===== config.mk =====
export PLATFORM = sky130hd
export DESIGN_NAME = cmp_port_ctrl
export DESIGN_NICKNAME = d
export VERILOG_FILES = /design/src/rtl/cmp_pkg.sv /design/src/rtl/cmp_bank.sv /design/src/rtl/cmp_flag_stage.sv /design/src/rtl/cmp_port_latch.sv /design/src/rtl/cmp_port_ctrl.sv
export SDC_FILE = /design/constraint.sdc
export NUM_CORES = 1
export LEC_CHECK = 0
export BUFFER_PORTS_ARGS = -buffer_cell sky130_fd_sc_hd__buf_2
export CAP_MARGIN = 20
export CORE_ASPECT_RATIO = 2
export CORE_MARGIN = 2
export CORE_UTILIZATION = 48
export DETAILED_ROUTE_END_ITERATION = 8
export PLACE_DENSITY_LB_ADDON = 0.12
export SLEW_MARGIN = 20
export SYNTH_ARGS = -nofsm -noshare
export SYNTH_HDL_FRONTEND = slang
export SYNTH_SLANG_ARGS = --single-unit

===== constraint.sdc =====
create_clock -name clk -period 1.7 [get_ports clk]
set_clock_uncertainty 0.05 [all_clocks]
set_input_delay 0.17 -clock clk [delete_from_list [all_inputs] [get_ports clk]]
set_output_delay 0.17 -clock clk [all_outputs]
set_load 0.1 [all_outputs]

===== src/rtl/cmp_pkg.sv =====
package cmp_pkg;
  localparam int unsigned CMP_N = 3;
  localparam int unsigned SEL_W = 2;

  typedef enum logic [SEL_W-1:0] {
    SLOT_SET = 2'd0,
    SLOT_CLR = 2'd1,
    SLOT_TGL = 2'd2
  } slot_e;
endpackage


===== src/rtl/cmp_bank.sv =====
module cmp_bank
  import cmp_pkg::*;
#(
  parameter int unsigned TMR_W = 16
) (
  input  logic              clk,
  input  logic              rst,
  input  logic              cfg_we,
  input  logic [SEL_W-1:0]  cfg_sel,
  input  logic [TMR_W-1:0]  cfg_wdata,
  input  logic              tmr_inc,
  input  logic [TMR_W-1:0]  tmr_val,
  output logic [CMP_N-1:0]  hit_now,
  output logic [CMP_N-1:0]  hit_q
);
  logic [TMR_W-1:0] match_r [CMP_N];

  for (genvar k = 0; k < CMP_N; k++) begin : g_slot
    // written value is visible to the comparator only after the edge
    always_ff @(posedge clk) begin
      if (rst) begin
        match_r[k] <= '0;
      end else if (cfg_we && (cfg_sel == SEL_W'(k))) begin
        match_r[k] <= cfg_wdata;
      end
    end

    always_comb begin
      hit_now[k] = tmr_inc && (tmr_val == match_r[k]);
    end
  end

  always_ff @(posedge clk) begin
    if (rst) begin
      hit_q <= '0;
    end else begin
      hit_q <= hit_now;
    end
  end
endmodule


===== src/rtl/cmp_flag_stage.sv =====
module cmp_flag_stage
  import cmp_pkg::*;
(
  input  logic             clk,
  input  logic             rst,
  input  logic [CMP_N-1:0] hit_q,
  output logic [CMP_N-1:0] flag_q
);
  // second register stage: the flag is posted one cycle after the latch acts
  always_ff @(posedge clk) begin
    if (rst) begin
      flag_q <= '0;
    end else begin
      flag_q <= hit_q;
    end
  end
endmodule


===== src/rtl/cmp_port_latch.sv =====
module cmp_port_latch
  import cmp_pkg::*;
#(
  parameter int unsigned PORT_W = 8,
  parameter int unsigned SR_W   = 6
) (
  input  logic                 clk,
  input  logic                 rst,
  input  logic [CMP_N-1:0]     hit_now,
  input  logic [SR_W-1:0]      set_en,
  input  logic [SR_W-1:0]      clr_en,
  input  logic [PORT_W-SR_W-1:0] tgl_en,
  input  logic                 sw_we,
  input  logic [PORT_W-1:0]    sw_wdata,
  output logic [PORT_W-1:0]    port_q
);
  localparam int unsigned TGL_W = PORT_W - SR_W;

  logic [PORT_W-1:0] set_m, clr_m, tgl_m, touched, base, nxt;

  always_comb begin
    set_m   = {{TGL_W{1'b0}}, set_en & {SR_W{hit_now[SLOT_SET]}}};
    clr_m   = {{TGL_W{1'b0}}, clr_en & {SR_W{hit_now[SLOT_CLR]}}};
    tgl_m   = {tgl_en & {TGL_W{hit_now[SLOT_TGL]}}, {SR_W{1'b0}}};
    touched = set_m | clr_m | tgl_m;
    base    = sw_we ? sw_wdata : port_q;
    // clear beats set; toggle inverts the pre-write latch value
    nxt     = (base & ~touched) | (set_m & ~clr_m) | (tgl_m & ~port_q);
  end

  always_ff @(posedge clk) begin
    if (rst) begin
      port_q <= '0;
    end else begin
      port_q <= nxt;
    end
  end
endmodule


===== src/rtl/cmp_port_ctrl.sv =====
module cmp_port_ctrl
  import cmp_pkg::*;
#(
  parameter int unsigned TMR_W  = 16,
  parameter int unsigned PORT_W = 8,
  parameter int unsigned SR_W   = 6
) (
  input  logic                   clk,
  input  logic                   rst,
  input  logic                   tmr_inc,
  input  logic [TMR_W-1:0]       tmr_val,
  input  logic                   cfg_we,
  input  logic [SEL_W-1:0]       cfg_sel,
  input  logic [TMR_W-1:0]       cfg_wdata,
  input  logic [SR_W-1:0]        set_en,
  input  logic [SR_W-1:0]        clr_en,
  input  logic [PORT_W-SR_W-1:0] tgl_en,
  input  logic                   sw_we,
  input  logic [PORT_W-1:0]      sw_wdata,
  output logic [PORT_W-1:0]      port_q,
  output logic [PORT_W-SR_W-1:0] tgl_state,
  output logic [CMP_N-1:0]       cmp_flag
);
  logic [CMP_N-1:0] hit_now;
  logic [CMP_N-1:0] hit_q;

  cmp_bank #(.TMR_W(TMR_W)) u_bank (
    .clk       (clk),
    .rst       (rst),
    .cfg_we    (cfg_we),
    .cfg_sel   (cfg_sel),
    .cfg_wdata (cfg_wdata),
    .tmr_inc   (tmr_inc),
    .tmr_val   (tmr_val),
    .hit_now   (hit_now),
    .hit_q     (hit_q)
  );

  cmp_flag_stage u_flag (
    .clk    (clk),
    .rst    (rst),
    .hit_q  (hit_q),
    .flag_q (cmp_flag)
  );

  cmp_port_latch #(.PORT_W(PORT_W), .SR_W(SR_W)) u_latch (
    .clk      (clk),
    .rst      (rst),
    .hit_now  (hit_now),
    .set_en   (set_en),
    .clr_en   (clr_en),
    .tgl_en   (tgl_en),
    .sw_we    (sw_we),
    .sw_wdata (sw_wdata),
    .port_q   (port_q)
  );

  assign tgl_state = port_q[PORT_W-1:SR_W];
endmodule


# == Word-level counts from Yosys, hierarchy flattened ==
# Memory sizes are Yosys's and may differ from the RTL's.
# Cells that the tools add are included.
# classes
eq_ne,5
n_mux,15
n_bitwise,16
reduce_logical,7
# op_table
operator,n
16-bit == test,3
16-bit 2-to-1 mux,3
8-bit bitwise OR,3
8-bit bitwise AND,2
8-bit inverter,2
6-bit bitwise AND,2
1-bit 2-to-1 mux,11
6-bit by 8-bit bitwise AND with 8-bit output,1
8-bit 2-to-1 mux,1
6-bit inverter with 8-bit output,1
1-bit logical AND,6
6-bit bitwise OR,1
1-bit bitwise OR,3
2-bit bitwise AND,1
2-bit by 1-bit == test with 1-bit output (second input constant),1
2-bit == test (second input constant),1
2-bit logical NOT,1
# word_totals
ff_bits,14
mem_bits_rw,48
in_bits,61
output_inout_bits,13
wordCells,47
memories,1
# memory_table
name,words,width,read_ports,rd_ports_with_merged_regs,wr,line,text
u_bank.match_r,3,16,3,0,3,cmp_bank.sv:16,logic [TMR_W-1:0] match_r [CMP_N];

# == Logic depth before layout (Yosys ltp) ==
# An unclocked memory read counts as a cell.
# logic_depth
depth_word,10
ltp_mapped,5
ltp_nobuf,5

# == Hierarchy ==
# A second synthesis with hierarchy kept.
# hier_totals
hier_cells,231
area_unflattened_um2,2922.8
# by_module_without_submodules
mod,n_inst,cells_each,area_per_inst_um2,seq_area_each_um2
cmp_bank,1,186,2464.9,1501.4
cmp_port_latch,1,37,364.1,160.2
cmp_flag_stage,1,6,78.8,60.1
cmp_port_ctrl,1,2,15.0,0.0

# == Least setup slack after synthesis ==
# OpenSTA, ideal clock, no wires.
# synth_path
path_type,reg-to-reg
from,memory u_bank.match_r[2][11]
to,register (tool-made name)
setup_ps,86
arrival_ps,1593
t_required_ps,1564
setup_slack_ps,-29
path_stages_with_launch,6
synth_period_minus_slack_ps,1729
cell_sequence,edfxtp_1 -> xnor2_1 -> nand4_1 -> or4_4 -> or2_1 -> a221oi_2
# synth_rtl
element,line
start: declaration,cmp_bank.sv:16

==> out/results.tsv <==
metric	value	unit
crit start category	register	
clk buf depth	2	
fill cell count	487	
Slew HR	67.94	%
Initial DRC Count	56	
Die W	59.50	um
RSZ-0062 raised after global routing	true	
#FFs+latches synth	62	
post-DR vias/cell	5.094	
final core utilization	65.76	%
Fmax	544.3	MHz
mapped cell area	2957	um^2
final wirelength	6209	um
worst-path cell chain	xnor2_1 -> nand4_1 -> or4_4 -> or2_1 -> a221oi_2	
drt pass-1 iters	3	
GP Congestion	0.7334	
Max IR drop VDD	0.7667	mV
CP Data Required Time	1890	ps
Final Worst Setup Slack	-137.1	ps
vias in the first global route	2080	
share of layout cells above drive strength 1	40.00	%
largest net degree at the start of global routing	19	
failing checks	negative setup slack	
PwrDens	1016	nW/um^2
crit path DAT	2030	ps
Detailed Place HPWL	4546	um
Slowest-stage cell, CP	or4_4	
GR Util All Layers	20.27	%
Critical Path Max Stage Delay	540	ps
antenna-violating nets left	0	
vias after detailed routing	2053	
Hold Buf Count CTS	0	
# diodes	0	
CP Class	register to register	
clock sinks	62	
Storage cell area	1722	um^2
final hold vios	0	
most common cell after layout, fill and taps aside	buf_2	
hold slack	56.26	ps
Max Cap Viol	0	
Least-Margin Pin Slew	480.6	ps
Site Rows	40	
Worst-path clk slew	50	ps
most frequent cells in the layout	buf_2 (73), and2_1 (48), edfxtp_1 (48)	
Final nets	396	
synth unique cells	28	
Mapped Cells	242	
peak fanout along the critical path	5	
HP Class	primary input to register	
syn_nets	303	
Period minus WS final	1837	ps
# IOs	74	
Clock Latency Late Sink	330	ps
die area	6841	um^2
Multi-input gate area	1309	um^2
root buf cell	clkbuf_16	
gr ovfl total	0	
number of CTS-inserted buffers	9	
setup TNS	-272.0	ps
Finish-stage setup viols	2	
initial antenna violation count	0	
outcome	complete, but fails checks	
Synth-to-Final Area Change	32.46	%
DIE HEIGHT	115.0	um
YS warnings	0	
H-tree Lvls	3	
sequential element share of the synthesized area	58.23	%
Mean Syn Cell Area	12.22	um^2
CTS tree	yes	
Buffers on Ports	73	
wire per inst	15.41	um
DR DRC count	0	
Max Slew Vio Count	0	
Static Leakage	1.584	nW
core box area	5956	um^2
first-pass GRT wire length	9632	um
Final Cycle Share	108.1	%
CP endpoint kind	register	
initial core utilization	49.64	%
-- cells in the mapped netlist --
cell,count,area [um^2]
o22ai_1,2,12.51
nor4_1,3,18.77
dfxtp_1,14,280.3
xor2_1,18,157.7
a21oi_1,2,10.01
clkbuf_1,6,22.52
buf_4,2,15.01
or2_1,2,12.51
a221oi_2,2,30.03
buf_1,1,3.750
nand4_1,7,43.79
inv_1,9,33.78
nand2_1,5,18.77
a211oi_1,6,45.04
and2_1,48,300.3
nor2b_1,3,18.77
a31o_2,3,26.28
edfxtp_1,48,1441
mux2i_1,6,60.06
and2_0,1,6.260
nor3b_1,1,7.510
xnor2_1,30,262.8
nor3_1,12,60.06
nand2b_1,1,6.260
or4_4,1,11.26
nor2_1,1,3.750
nand3_1,7,35.03
nor4_2,1,12.51
-- report_power, final --
part | switching, mW | internal, mW
registers | 0.0457 | 1.74
clock network | 0.593 | 1.06
logic | 0.329 | 0.212
-- state kept, by name, indices dropped and copies added (netlist names), named ones only --
signal          flops
u_flag.flag_q       3
u_bank.match_r     48
u_bank.hit_q        3
u_latch.port_q      6
-- cell families (layout without fill, tap and decap cells) --
group           Yosys count  in the layout  share of synthesized area (%)
mux                       6              6                          2.031
xor+xnor                 48             48                          14.22
simple gates             93             93                          18.79
compound gates           15             15                          4.190
flops                    62             62                          58.23
buf+inv                  18            116                          2.539
-- critical path: cells and delay by family, from the launching register on --
kind	cells	cell delay [ps]
xor+xnor	1	170
simple gates	3	940
flops	1	370
compound gates	1	220
-- final cells by class --
| type | instances | area share (%) |
|---|---|---|
| timing repair buffer | 91 | 12.78 |
| inverter | 9 | 0.8626 |
| multi-input combinational | 162 | 33.42 |
| clock buffer | 15 | 6.837 |
| sequential | 62 | 43.96 |
| tap | 63 | 2.013 |
| clock inverter | 1 | 0.1278 |
-- metal layers --
metal	vias up	share of wire (%)	global-route usage [%]
met5	-	0	0
met4	0	3.9	13.93
met3	18	4.9	4.162
met2	65	56	36.92
met1	942	35	19.09
li1	1028	-	-
-- final timing paths --
kind	startpoint	endpoint	slack [ps]	depth (start not counted)
max	u_bank.match_r[2][10]	register	-140	5
min	set_en[2]	u_latch.port_q[2]	60	3
max reg2reg	u_bank.match_r[2][10]	register	-140	5
min reg2reg	u_bank.hit_q[2]	u_flag.flag_q[2]	380	1
-- what timing repair did --
item                       4_1_cts  5_1_grt
setup endpoints to repair        8        9
setup buffers                    1        1
hold endpoints to repair         0        0
pin swaps                        5       23
gates cloned                     0        0
gates resized for setup          7       19
-- through the flow --
stage	cells	power, mW	worst slack (ps)	instance area [um^2]
finish	403	3.981	-137.1	3916
global placement	385	2.314	-187.2	3480
detailed placement	385	2.323	-217.0	3480
CTS	402	3.989	-164.5	3806
global route	403	4.124	-226.5	3916
floorplan	242	2.125	8.662	2957
Power figures use the tool's default switching activity.
